<file path="config.mk">
export PLATFORM = sky130hd
export DESIGN_NAME = dma_loop_engine
export DESIGN_NICKNAME = d
export VERILOG_FILES = /design/src/rtl/dma_loop_pkg.sv /design/src/rtl/dma_req_tracker.sv /design/src/rtl/dma_desc_store.sv /design/src/rtl/dma_xfer_seq.sv /design/src/rtl/dma_loop_engine.sv
export SDC_FILE = /design/constraint.sdc
export NUM_CORES = 1
export LEC_CHECK = 0
export BUFFER_PORTS_ARGS = -buffer_cell sky130_fd_sc_hd__buf_2
export CORE_MARGIN = 4
export CORE_UTILIZATION = 55
export DETAILED_ROUTE_END_ITERATION = 7
export PLACE_DENSITY = 0.84
export SLEW_MARGIN = 20
export SYNTH_ARGS = -nofsm -noshare
export SYNTH_HDL_FRONTEND = slang
export SYNTH_SLANG_ARGS = --single-unit
</file>
<file path="constraint.sdc">
create_clock -name clk -period 6.6 [get_ports clk]
set_input_delay 1.32 -clock clk [delete_from_list [all_inputs] [get_ports clk]]
set_output_delay 1.32 -clock clk [all_outputs]
set_load 0.02 [all_outputs]
</file>
<file path="src/rtl/dma_loop_pkg.sv">
package dma_loop_pkg;

  typedef enum logic [2:0] {
    SQ_IDLE,
    SQ_WAIT,
    SQ_RD,
    SQ_CAP,
    SQ_WR,
    SQ_DONE
  } seq_state_t;

  localparam int FLAG_W      = 5;
  localparam int FL_INC      = 0;
  localparam int FL_TERM     = 1;
  localparam int FL_AUTO     = 2;
  localparam int FL_PRESERVE = 3;
  localparam int FL_LINK     = 4;

  localparam logic [1:0] SLOT_COUNT = 2'd0;
  localparam logic [1:0] SLOT_SRC   = 2'd1;
  localparam logic [1:0] SLOT_DST   = 2'd2;
  localparam logic [1:0] SLOT_FLAGS = 2'd3;

endpackage

</file>
<file path="src/rtl/dma_req_tracker.sv">
module dma_req_tracker (
  input  logic clk,
  input  logic rst_n,
  input  logic req,
  input  logic flush,
  input  logic take,
  output logic rise,
  output logic trigger
);
  logic req_q;
  logic pending_q;

  always_ff @(posedge clk) begin
    if (!rst_n) begin
      req_q     <= 1'b0;
      pending_q <= 1'b0;
    end else begin
      req_q <= req;
      if (flush) pending_q <= 1'b0;
      else       pending_q <= (pending_q | rise) & ~take;
    end
  end

  assign rise    = req & ~req_q;
  assign trigger = pending_q | rise;
endmodule

</file>
<file path="src/rtl/dma_desc_store.sv">
module dma_desc_store
  import dma_loop_pkg::*;
#(
  parameter int ADDR_W = 16,
  parameter int CNT_W  = 8
) (
  input  logic              clk,
  input  logic              rst_n,
  input  logic              cfg_we,
  input  logic [1:0]        cfg_addr,
  input  logic [ADDR_W-1:0] cfg_wdata,
  input  logic              cfg_open,
  input  logic              wb_en,
  input  logic [ADDR_W-1:0] wb_src,
  output logic [CNT_W-1:0]  d_cnt,
  output logic [ADDR_W-1:0] d_src,
  output logic [ADDR_W-1:0] d_dst,
  output logic [FLAG_W-1:0] d_flags
);
  logic cfg_hit;
  assign cfg_hit = cfg_we & cfg_open;

  always_ff @(posedge clk) begin
    if (!rst_n) begin
      d_cnt   <= '0;
      d_src   <= '0;
      d_dst   <= '0;
      d_flags <= '0;
    end else begin
      if (cfg_hit && cfg_addr == SLOT_COUNT) d_cnt <= cfg_wdata[CNT_W-1:0];
      if (cfg_hit && cfg_addr == SLOT_DST)   d_dst <= cfg_wdata;
      if (cfg_hit && cfg_addr == SLOT_FLAGS) d_flags <= cfg_wdata[FLAG_W-1:0];
      if (cfg_hit && cfg_addr == SLOT_SRC)   d_src <= cfg_wdata;
      else if (wb_en)                        d_src <= wb_src;
    end
  end
endmodule

</file>
<file path="src/rtl/dma_xfer_seq.sv">
module dma_xfer_seq
  import dma_loop_pkg::*;
#(
  parameter int ADDR_W = 16,
  parameter int CNT_W  = 8
) (
  input  logic              clk,
  input  logic              rst_n,
  input  logic              ch_en,
  input  logic              trigger,
  input  logic [CNT_W-1:0]  d_cnt,
  input  logic [ADDR_W-1:0] d_src,
  input  logic [ADDR_W-1:0] d_dst,
  input  logic [FLAG_W-1:0] d_flags,
  input  logic [7:0]        mem_rd_data,
  output logic              mem_rd_en,
  output logic [ADDR_W-1:0] mem_rd_addr,
  output logic              per_wr_en,
  output logic [ADDR_W-1:0] per_wr_addr,
  output logic [7:0]        per_wr_data,
  output logic              term_pulse,
  output logic              take,
  output logic              idle,
  output logic              auto_run,
  output logic              pass_end,
  output logic              wb_en,
  output logic [ADDR_W-1:0] wb_src
);
  seq_state_t          st;
  logic [ADDR_W-1:0]   cur_src;
  logic [CNT_W-1:0]    cur_cnt;
  logic [ADDR_W-1:0]   run_dst;
  logic [FLAG_W-1:0]   run_flags;
  logic [7:0]          data_q;
  logic [ADDR_W-1:0]   src_adv;

  function automatic logic [ADDR_W-1:0] step_src(input logic [ADDR_W-1:0] a, input logic inc);
    return inc ? a + 1'b1 : a;
  endfunction

  function automatic logic is_last(input logic [CNT_W-1:0] c);
    return c == CNT_W'(1);
  endfunction

  assign src_adv   = step_src(cur_src, run_flags[FL_INC]);
  assign auto_run  = run_flags[FL_AUTO];
  assign idle      = (st == SQ_IDLE);
  assign take      = (st == SQ_WAIT) & ch_en & trigger;
  assign pass_end  = (st == SQ_WR) & is_last(cur_cnt);
  assign wb_en     = pass_end & ~run_flags[FL_PRESERVE];
  assign wb_src    = src_adv;

  assign mem_rd_en   = (st == SQ_RD);
  assign mem_rd_addr = cur_src;
  assign per_wr_en   = (st == SQ_WR);
  assign per_wr_addr = run_dst;
  assign per_wr_data = data_q;
  assign term_pulse  = pass_end & run_flags[FL_TERM];

  always_ff @(posedge clk) begin
    if (!rst_n) begin
      st        <= SQ_IDLE;
      cur_src   <= '0;
      cur_cnt   <= '0;
      run_dst   <= '0;
      run_flags <= '0;
      data_q    <= '0;
    end else begin
      unique case (st)
        SQ_IDLE: begin
          if (ch_en) begin
            cur_src   <= d_src;
            cur_cnt   <= d_cnt;
            run_dst   <= d_dst;
            run_flags <= d_flags;
            st        <= d_flags[FL_AUTO] ? SQ_RD : SQ_WAIT;
          end
        end
        SQ_WAIT: begin
          if (!ch_en)       st <= SQ_IDLE;
          else if (trigger) st <= SQ_RD;
        end
        SQ_RD:  st <= SQ_CAP;
        SQ_CAP: begin
          data_q <= mem_rd_data;
          st     <= SQ_WR;
        end
        SQ_WR: begin
          if (is_last(cur_cnt)) begin
            cur_cnt <= d_cnt;
            cur_src <= run_flags[FL_PRESERVE] ? d_src : src_adv;
            if (!ch_en)                  st <= SQ_IDLE;
            else if (!run_flags[FL_LINK]) st <= SQ_DONE;
            else                          st <= auto_run ? SQ_RD : SQ_WAIT;
          end else begin
            cur_cnt <= cur_cnt - 1'b1;
            cur_src <= src_adv;
            if (!ch_en) st <= SQ_IDLE;
            else        st <= auto_run ? SQ_RD : SQ_WAIT;
          end
        end
        SQ_DONE: begin
          if (!ch_en) st <= SQ_IDLE;
        end
        default: st <= SQ_IDLE;
      endcase
    end
  end
endmodule

</file>
<file path="src/rtl/dma_loop_engine.sv">
module dma_loop_engine
  import dma_loop_pkg::*;
#(
  parameter int ADDR_W = 16,
  parameter int CNT_W  = 8
) (
  input  logic              clk,
  input  logic              rst_n,
  input  logic              cfg_we,
  input  logic [1:0]        cfg_addr,
  input  logic [ADDR_W-1:0] cfg_wdata,
  input  logic              ch_en,
  input  logic              req,
  output logic              mem_rd_en,
  output logic [ADDR_W-1:0] mem_rd_addr,
  input  logic [7:0]        mem_rd_data,
  output logic              per_wr_en,
  output logic [ADDR_W-1:0] per_wr_addr,
  output logic [7:0]        per_wr_data,
  output logic              term_pulse
);
  logic              req_rise;
  logic              req_trigger;
  logic              req_take;
  logic              seq_idle;
  logic              auto_run;
  logic              pass_end;
  logic              wb_en;
  logic [ADDR_W-1:0] wb_src;
  logic [CNT_W-1:0]  d_cnt;
  logic [ADDR_W-1:0] d_src;
  logic [ADDR_W-1:0] d_dst;
  logic [FLAG_W-1:0] d_flags;

  dma_req_tracker u_req (
    .clk     (clk),
    .rst_n   (rst_n),
    .req     (req),
    .flush   (seq_idle),
    .take    (req_take),
    .rise    (req_rise),
    .trigger (req_trigger)
  );

  dma_desc_store #(.ADDR_W(ADDR_W), .CNT_W(CNT_W)) u_desc (
    .clk       (clk),
    .rst_n     (rst_n),
    .cfg_we    (cfg_we),
    .cfg_addr  (cfg_addr),
    .cfg_wdata (cfg_wdata),
    .cfg_open  (seq_idle),
    .wb_en     (wb_en),
    .wb_src    (wb_src),
    .d_cnt     (d_cnt),
    .d_src     (d_src),
    .d_dst     (d_dst),
    .d_flags   (d_flags)
  );

  dma_xfer_seq #(.ADDR_W(ADDR_W), .CNT_W(CNT_W)) u_seq (
    .clk         (clk),
    .rst_n       (rst_n),
    .ch_en       (ch_en),
    .trigger     (req_trigger),
    .d_cnt       (d_cnt),
    .d_src       (d_src),
    .d_dst       (d_dst),
    .d_flags     (d_flags),
    .mem_rd_data (mem_rd_data),
    .mem_rd_en   (mem_rd_en),
    .mem_rd_addr (mem_rd_addr),
    .per_wr_en   (per_wr_en),
    .per_wr_addr (per_wr_addr),
    .per_wr_data (per_wr_data),
    .term_pulse  (term_pulse),
    .take        (req_take),
    .idle        (seq_idle),
    .auto_run    (auto_run),
    .pass_end    (pass_end),
    .wb_en       (wb_en),
    .wb_src      (wb_src)
  );
endmodule

</file>
# --- Word-level counts from Yosys, hierarchy flattened ---
# Index checks and enable logic that the tools add are counted.
# Widths: inputs -> output; s select.
op_classes:
  add_sub_neg: 2
  mul: 0
  div_mod_pow: 0
  n_lt_le_gt_ge: 0
  n_eq_ne: 12
  shift: 0
  n_mux: 21
  bitwise_logic: 13
  reduce_logical: 12
ops:
  columns: ["op", "n"]
  rows:
  - ["$mux 16", 6]
  - ["$pmux 16 s2", 1]
  - ["$mux 3", 8]
  - ["$pmux 3 s6", 1]
  - ["$add 16x1->16 const B", 1]
  - ["$mux 8", 2]
  - ["$pmux 8 s2", 1]
  - ["$and 1x1->1", 8]
  - ["$eq 8x1->1 const B", 1]
  - ["$sub 8x1->8 const B", 1]
  - ["$eq 3x2->1 const B", 2]
  - ["$eq 3x3->1 const B", 2]
  - ["$eq 2x2->1 const B", 2]
  - ["$logic_and 1x1->1", 4]
  - ["$mux 2", 2]
  - ["$ne 2x2->1 const B", 2]
  - ["$not 1->1", 4]
  - ["$reduce_and 2->1", 2]
  - ["$reduce_bool 2->1", 2]
  - ["$eq 3x1->1 const B", 1]
  - ["$logic_not 3->1", 1]
  - ["$ne 3x2->1 const B", 1]
  - ["$reduce_and 3->1", 1]
  - ["$eq 2x1->1 const B", 1]
  - ["other kinds (3)", 3]
totals:
  regBits: 103
  latch_bits: 0
  ramBits: 0
  romBits: 0
  in_bits: 31
  output_inout_bits: 43
  wordCells: 72
  memories: 0

# --- Longest topological paths before layout ---
logic_depth:
  ltp_word: 6
  ltp_mapped: 8
  depth_no_buf: 6

# --- Hierarchy ---
# A second synthesis with hierarchy kept.
unflattened:
  hier_cells: 577
  area_unflattened_um2: 4864.7
by_module_without_submodules:
  columns: ["module", "n_inst", "cells_each", "area_each_um2"]
  rows:
  - ["dma_xfer_seq", 1, 382, 2996.6]
  - ["dma_desc_store", 1, 188, 1786.7]
  - ["dma_req_tracker", 1, 7, 81.3]

# --- Least setup slack after synthesis ---
# OpenSTA, ideal clock, no wires.
synth_timing:
  kind: "reg2out"
  from: "register u_seq.cur_cnt[0]"
  to: "output port term_pulse"
  t_arrival_ps: 1564
  required_time_ps: 5280
  setup_slack_ps: 3716
  stages_incl_launch_ff: 4
  path_cell_list: "dfxtp_1 -> ha_1 -> nor3b_1 -> and4_1"
synth_between:
  elab_chain_len: 3
synth_rtl:
  columns: ["item", "line_no", "text"]
  rows:
  - ["from (decl)", "dma_xfer_seq.sv:31", "logic [CNT_W-1:0] cur_cnt;"]
  - ["from (signal assigned)", "dma_xfer_seq.sv:73", "cur_cnt <= d_cnt;"]
  - ["from (signal assigned)", "dma_xfer_seq.sv:90", "cur_cnt <= d_cnt;"]
  - ["from (signal assigned)", "dma_xfer_seq.sv:96", "cur_cnt <= cur_cnt - 1'b1;"]
  - ["$eq 8x1->1", "dma_xfer_seq.sv:42", "return c == CNT_W'(1);"]
  - ["$and 1x1->1", "dma_xfer_seq.sv:49", "assign pass_end = (st == SQ_WR) & is_last(cur_cnt);"]
  - ["$and 1x1->1", "dma_xfer_seq.sv:58", "assign term_pulse = pass_end & run_flags[FL_TERM];"]
  - ["to (decl)", "dma_loop_engine.sv:20", "output logic term_pulse"]
# Every way passes these cells.

# --- Final worst setup path ---
# Same ends and word-level chain as after synthesis.

==> results.json <==
{
  "outcome": "complete, no violations",
  "core_area_um2": 8721,
  "reg2regPathDepth": 4,
  "tightest_slew_ns": 1.076,
  "start_util_pct": 56.36,
  "relSlewSlack_pct": 28.02,
  "critPathArrivalTime_ns": 2.24,
  "antenna_found_initial": 0,
  "io_pins": 74,
  "post_cts_buffers": 0,
  "nets": 675,
  "fin_ws_ns": 3.036,
  "via_per_inst": 6.236,
  "grt_pass1_wl_um": 21400,
  "r2r_slack_ns": 3.84,
  "fp.dieW_um": 102.5,
  "synth_edf_count": 0,
  "endpoint_kind": "primary output",
  "numClockSinks": 103,
  "overflow": 0,
  "drc": 0,
  "drtAntennaViolNets": 0,
  "dieArea_um2": 10510,
  "holdCritPathClass": "reg2reg",
  "fp.dieH_um": 102.5,
  "whs_path_depth": 2,
  "grt_usage_pct": 26.06,
  "synthesis.area_um2": 4915,
  "fin_crit_ns": 3.564,
  "grt_pass1_vias": 4385,
  "layout-drive-gt1-share_pct": 16.72,
  "crit_type": "reg2out",
  "holdWs_ns": 0.4565,
  "cts_hold_buffers": 0,
  "rr_startpoint": "u_seq.st[0]$_SDFFE_PN0P_",
  "synth-seq-cells": 103,
  "clk_latency_ns": 0.39,
  "syn_inst": 599,
  "ys_seq_area_share_pct": 41.96,
  "num_vias": 4702,
  "leakage_nw": 2.131,
  "tns_ns": 0,
  "hold_viol": 0,
  "syn-num-nets": 633,
  "cts_tree": "yes",
  "gp_congestion": 0.9186,
  "synth.largest_area_cell": "dfxtp_1",
  "finalSetupViolCount": 0,
  "clk_path_buf_depth": 2,
  "rsz0062_at_grt": "no",
  "row_count": 34,
  "grt_max_degree": 77,
  "yosysWarnings": 0,
  "path_max_fanout": 7,
  "dr.pass1.iters": 5,
  "synth_ff_type": "dfxtp_1",
  "cts-root-buf": "clkbuf_8",
  "cellPowerDensity_nw_per_um2": 228.1,
  "ctsResizeCount": 0,
  "cts_buffers": 9,
  "cp-start-kind": "flip-flop",
  "htreeDepth": 3,
  "async_reset_ff_share_pct": 0,
  "maxCapViolCount": 0,
  "synthToLayoutAreaGrowth_pct": 11.05,
  "clock_skew_ns": 0.01367,
  "required_ns": 5.28,
  "min_from": "u_desc.d_dst[0]$_SDFFE_PN0P_",
  "num-fill-cells": 773,
  "ir_drop_mv": 0.1496,
  "timing.final.crit_share_pct": 54.00,
  "synth_area_leaders": "dfxtp_1 42%, nand2_1 8.6%, mux2i_1 6.3%",
  "hpwl_um": 9475,
  "worstReg2RegEnd": "u_seq.mem_rd_addr[2]$_SDFFE_PN0P_",
  "synth_cell_types": 65,
  "min_to": "u_seq.per_wr_addr[0]$_SDFFE_PN0P_",
  "slew_violations": 0,
  "synth.top_cells.by_count": "112 x nand2_1, 103 x dfxtp_1, 59 x a21oi_1",
  "max_freq_ghz": 0.2806,
  "clk_pin_slew_worst_paths_ns": 0.12,
  "portBuffers": 73,
  "dp_slack_ns": 3.236,
  "synth_top_area_share_pct": 41.96,
  "drtIter0Drc": 451,
  "routed_wl_um": 13590,
  "diodes": 0,
  "wl_per_cell_um": 18.02,
  "syn_avg_cell_area_um2": 8.205,
  "synth_most_common_cell": "nand2_1"
}
[critical path, cell delays in order (launching register included)]
cell and delay (ns):
dfxtp_1 0.43, ha_1 0.22, nor3b_1 0.78, and4_1 0.27
buf_2 0.16
[layout by cell type (no fill, tap or decap), types with 3 or more instances in the layout]
cell       synthesis  routed
nand2b_1           4       4
nand4_1           10      10
a31oi_1            6       6
nand3_1           27      27
or3_1              3       3
nand3b_1           3       3
xnor2_1            6       6
mux2i_1           31      31
and4_1             5       5
buf_4              3       4
nor2b_1            6       6
dfxtp_1          103     103
inv_1              6       5
and3_1             4       4
o31a_1             3       3
o221ai_1           4       4
o21a_1             4       4
ha_1               3       3
nor2_1            38      38
or2_2              3       3
nor3_1            11      11
a21oi_1           59      59
nor4_1             7       7
o21ai_0           14      14
nand2_1          112     112
o22ai_1           16      16
buf_2              9      73
clkinv_8           0       4
a2bb2oi_1          4       4
clkbuf_8           0       9
xor2_1             4       4
or4_1              6       6
a22oi_1            7       7
[metrics by stage]
step / area [µm²] / std cells / power, mW / util (%)
global placement: 5243 / 738 / 0.8404 / 60.11
global route: 5458 / 754 / 1.293 / 62.58
floorplan: 4915 / 599 / 0.7958 / -
finish: 5458 / 754 / 1.245 / 62.58
CTS: 5458 / 754 / 1.248 / 62.58
detailed placement: 5243 / 738 / 0.8474 / 60.11
[power by group]
part / switching [mW] / internal (mW)
Combinational: 0.115 / 0.0566
Clock: 0.255 / 0.152
Sequential: 0.0238 / 0.643
[cell families (layout without fill, tap and decap cells)]
| group | Yosys count | in the layout | synth area share (%) |
|---|---|---|---|
| adders and majority gates | 3 | 3 | 0.7638 |
| DFF | 103 | 103 | 41.96 |
| xor gates and xnor gates | 10 | 10 | 1.782 |
| and+or+nand+nor | 250 | 250 | 24.57 |
| muxes | 33 | 33 | 6.772 |
| buffers and inverters | 53 | 100 | 4.659 |
| AOI/OAI and AO/OA | 147 | 147 | 19.50 |
[layout make-up]
type,count,area (µm²),area share [%]
repair buffers,77,395.4,7.244
multi-input cells,443,2624,48.07
well taps,108,135.1,2.476
inverters,7,26.28,0.4814
flip-flops and latches,103,2062,37.78
clock inverters,7,91.34,1.674
clock buffers,9,123.9,2.270
[per-layer routing]
metal / up-vias / share of wire [%] / routed length, µm / global-route usage, %
met2: 201 / 48 / 6522 / 43.25
met4: 0 / 4.0 / 545 / 11.20
li1: 2238 / - / - / -
met1: 2214 / 40 / 5479 / 32.59
met3: 49 / 7.7 / 1042 / 5.819
met5: - / 0 / 0 / 0
[state kept, by name, summed over array words and instances (netlist names), 3 cells and up]
register / flops
u_desc.d_cnt: 8
u_desc.d_dst: 16
u_desc.d_flags: 5
u_desc.d_src: 16
u_seq.cur_cnt: 8
u_seq.mem_rd_addr: 16
u_seq.per_wr_addr: 16
u_seq.per_wr_data: 8
u_seq.run_flags: 5
u_seq.st: 3
[how the worst max path moves through the flow]
stage	startpoint	to	slack, ns	cells past startpoint
final	u_seq.cur_cnt[0]$_SDFFE_PN0P_	term_pulse	3.04	4
after global routing	u_seq.cur_cnt[0]$_SDFFE_PN0P_	term_pulse	2.86	4
after CTS	u_seq.cur_cnt[0]$_SDFFE_PN0P_	term_pulse	3.05	4
after detailed placement	ch_en	u_seq.mem_rd_addr[2]$_SDFFE_PN0P_	3.24	5
after global placement	ch_en	u_seq.mem_rd_addr[2]$_SDFFE_PN0P_	3.38	5
after floorplan	u_seq.cur_cnt[0]$_SDFFE_PN0P_	term_pulse	3.72	3
(Power assumes the default switching activity.)
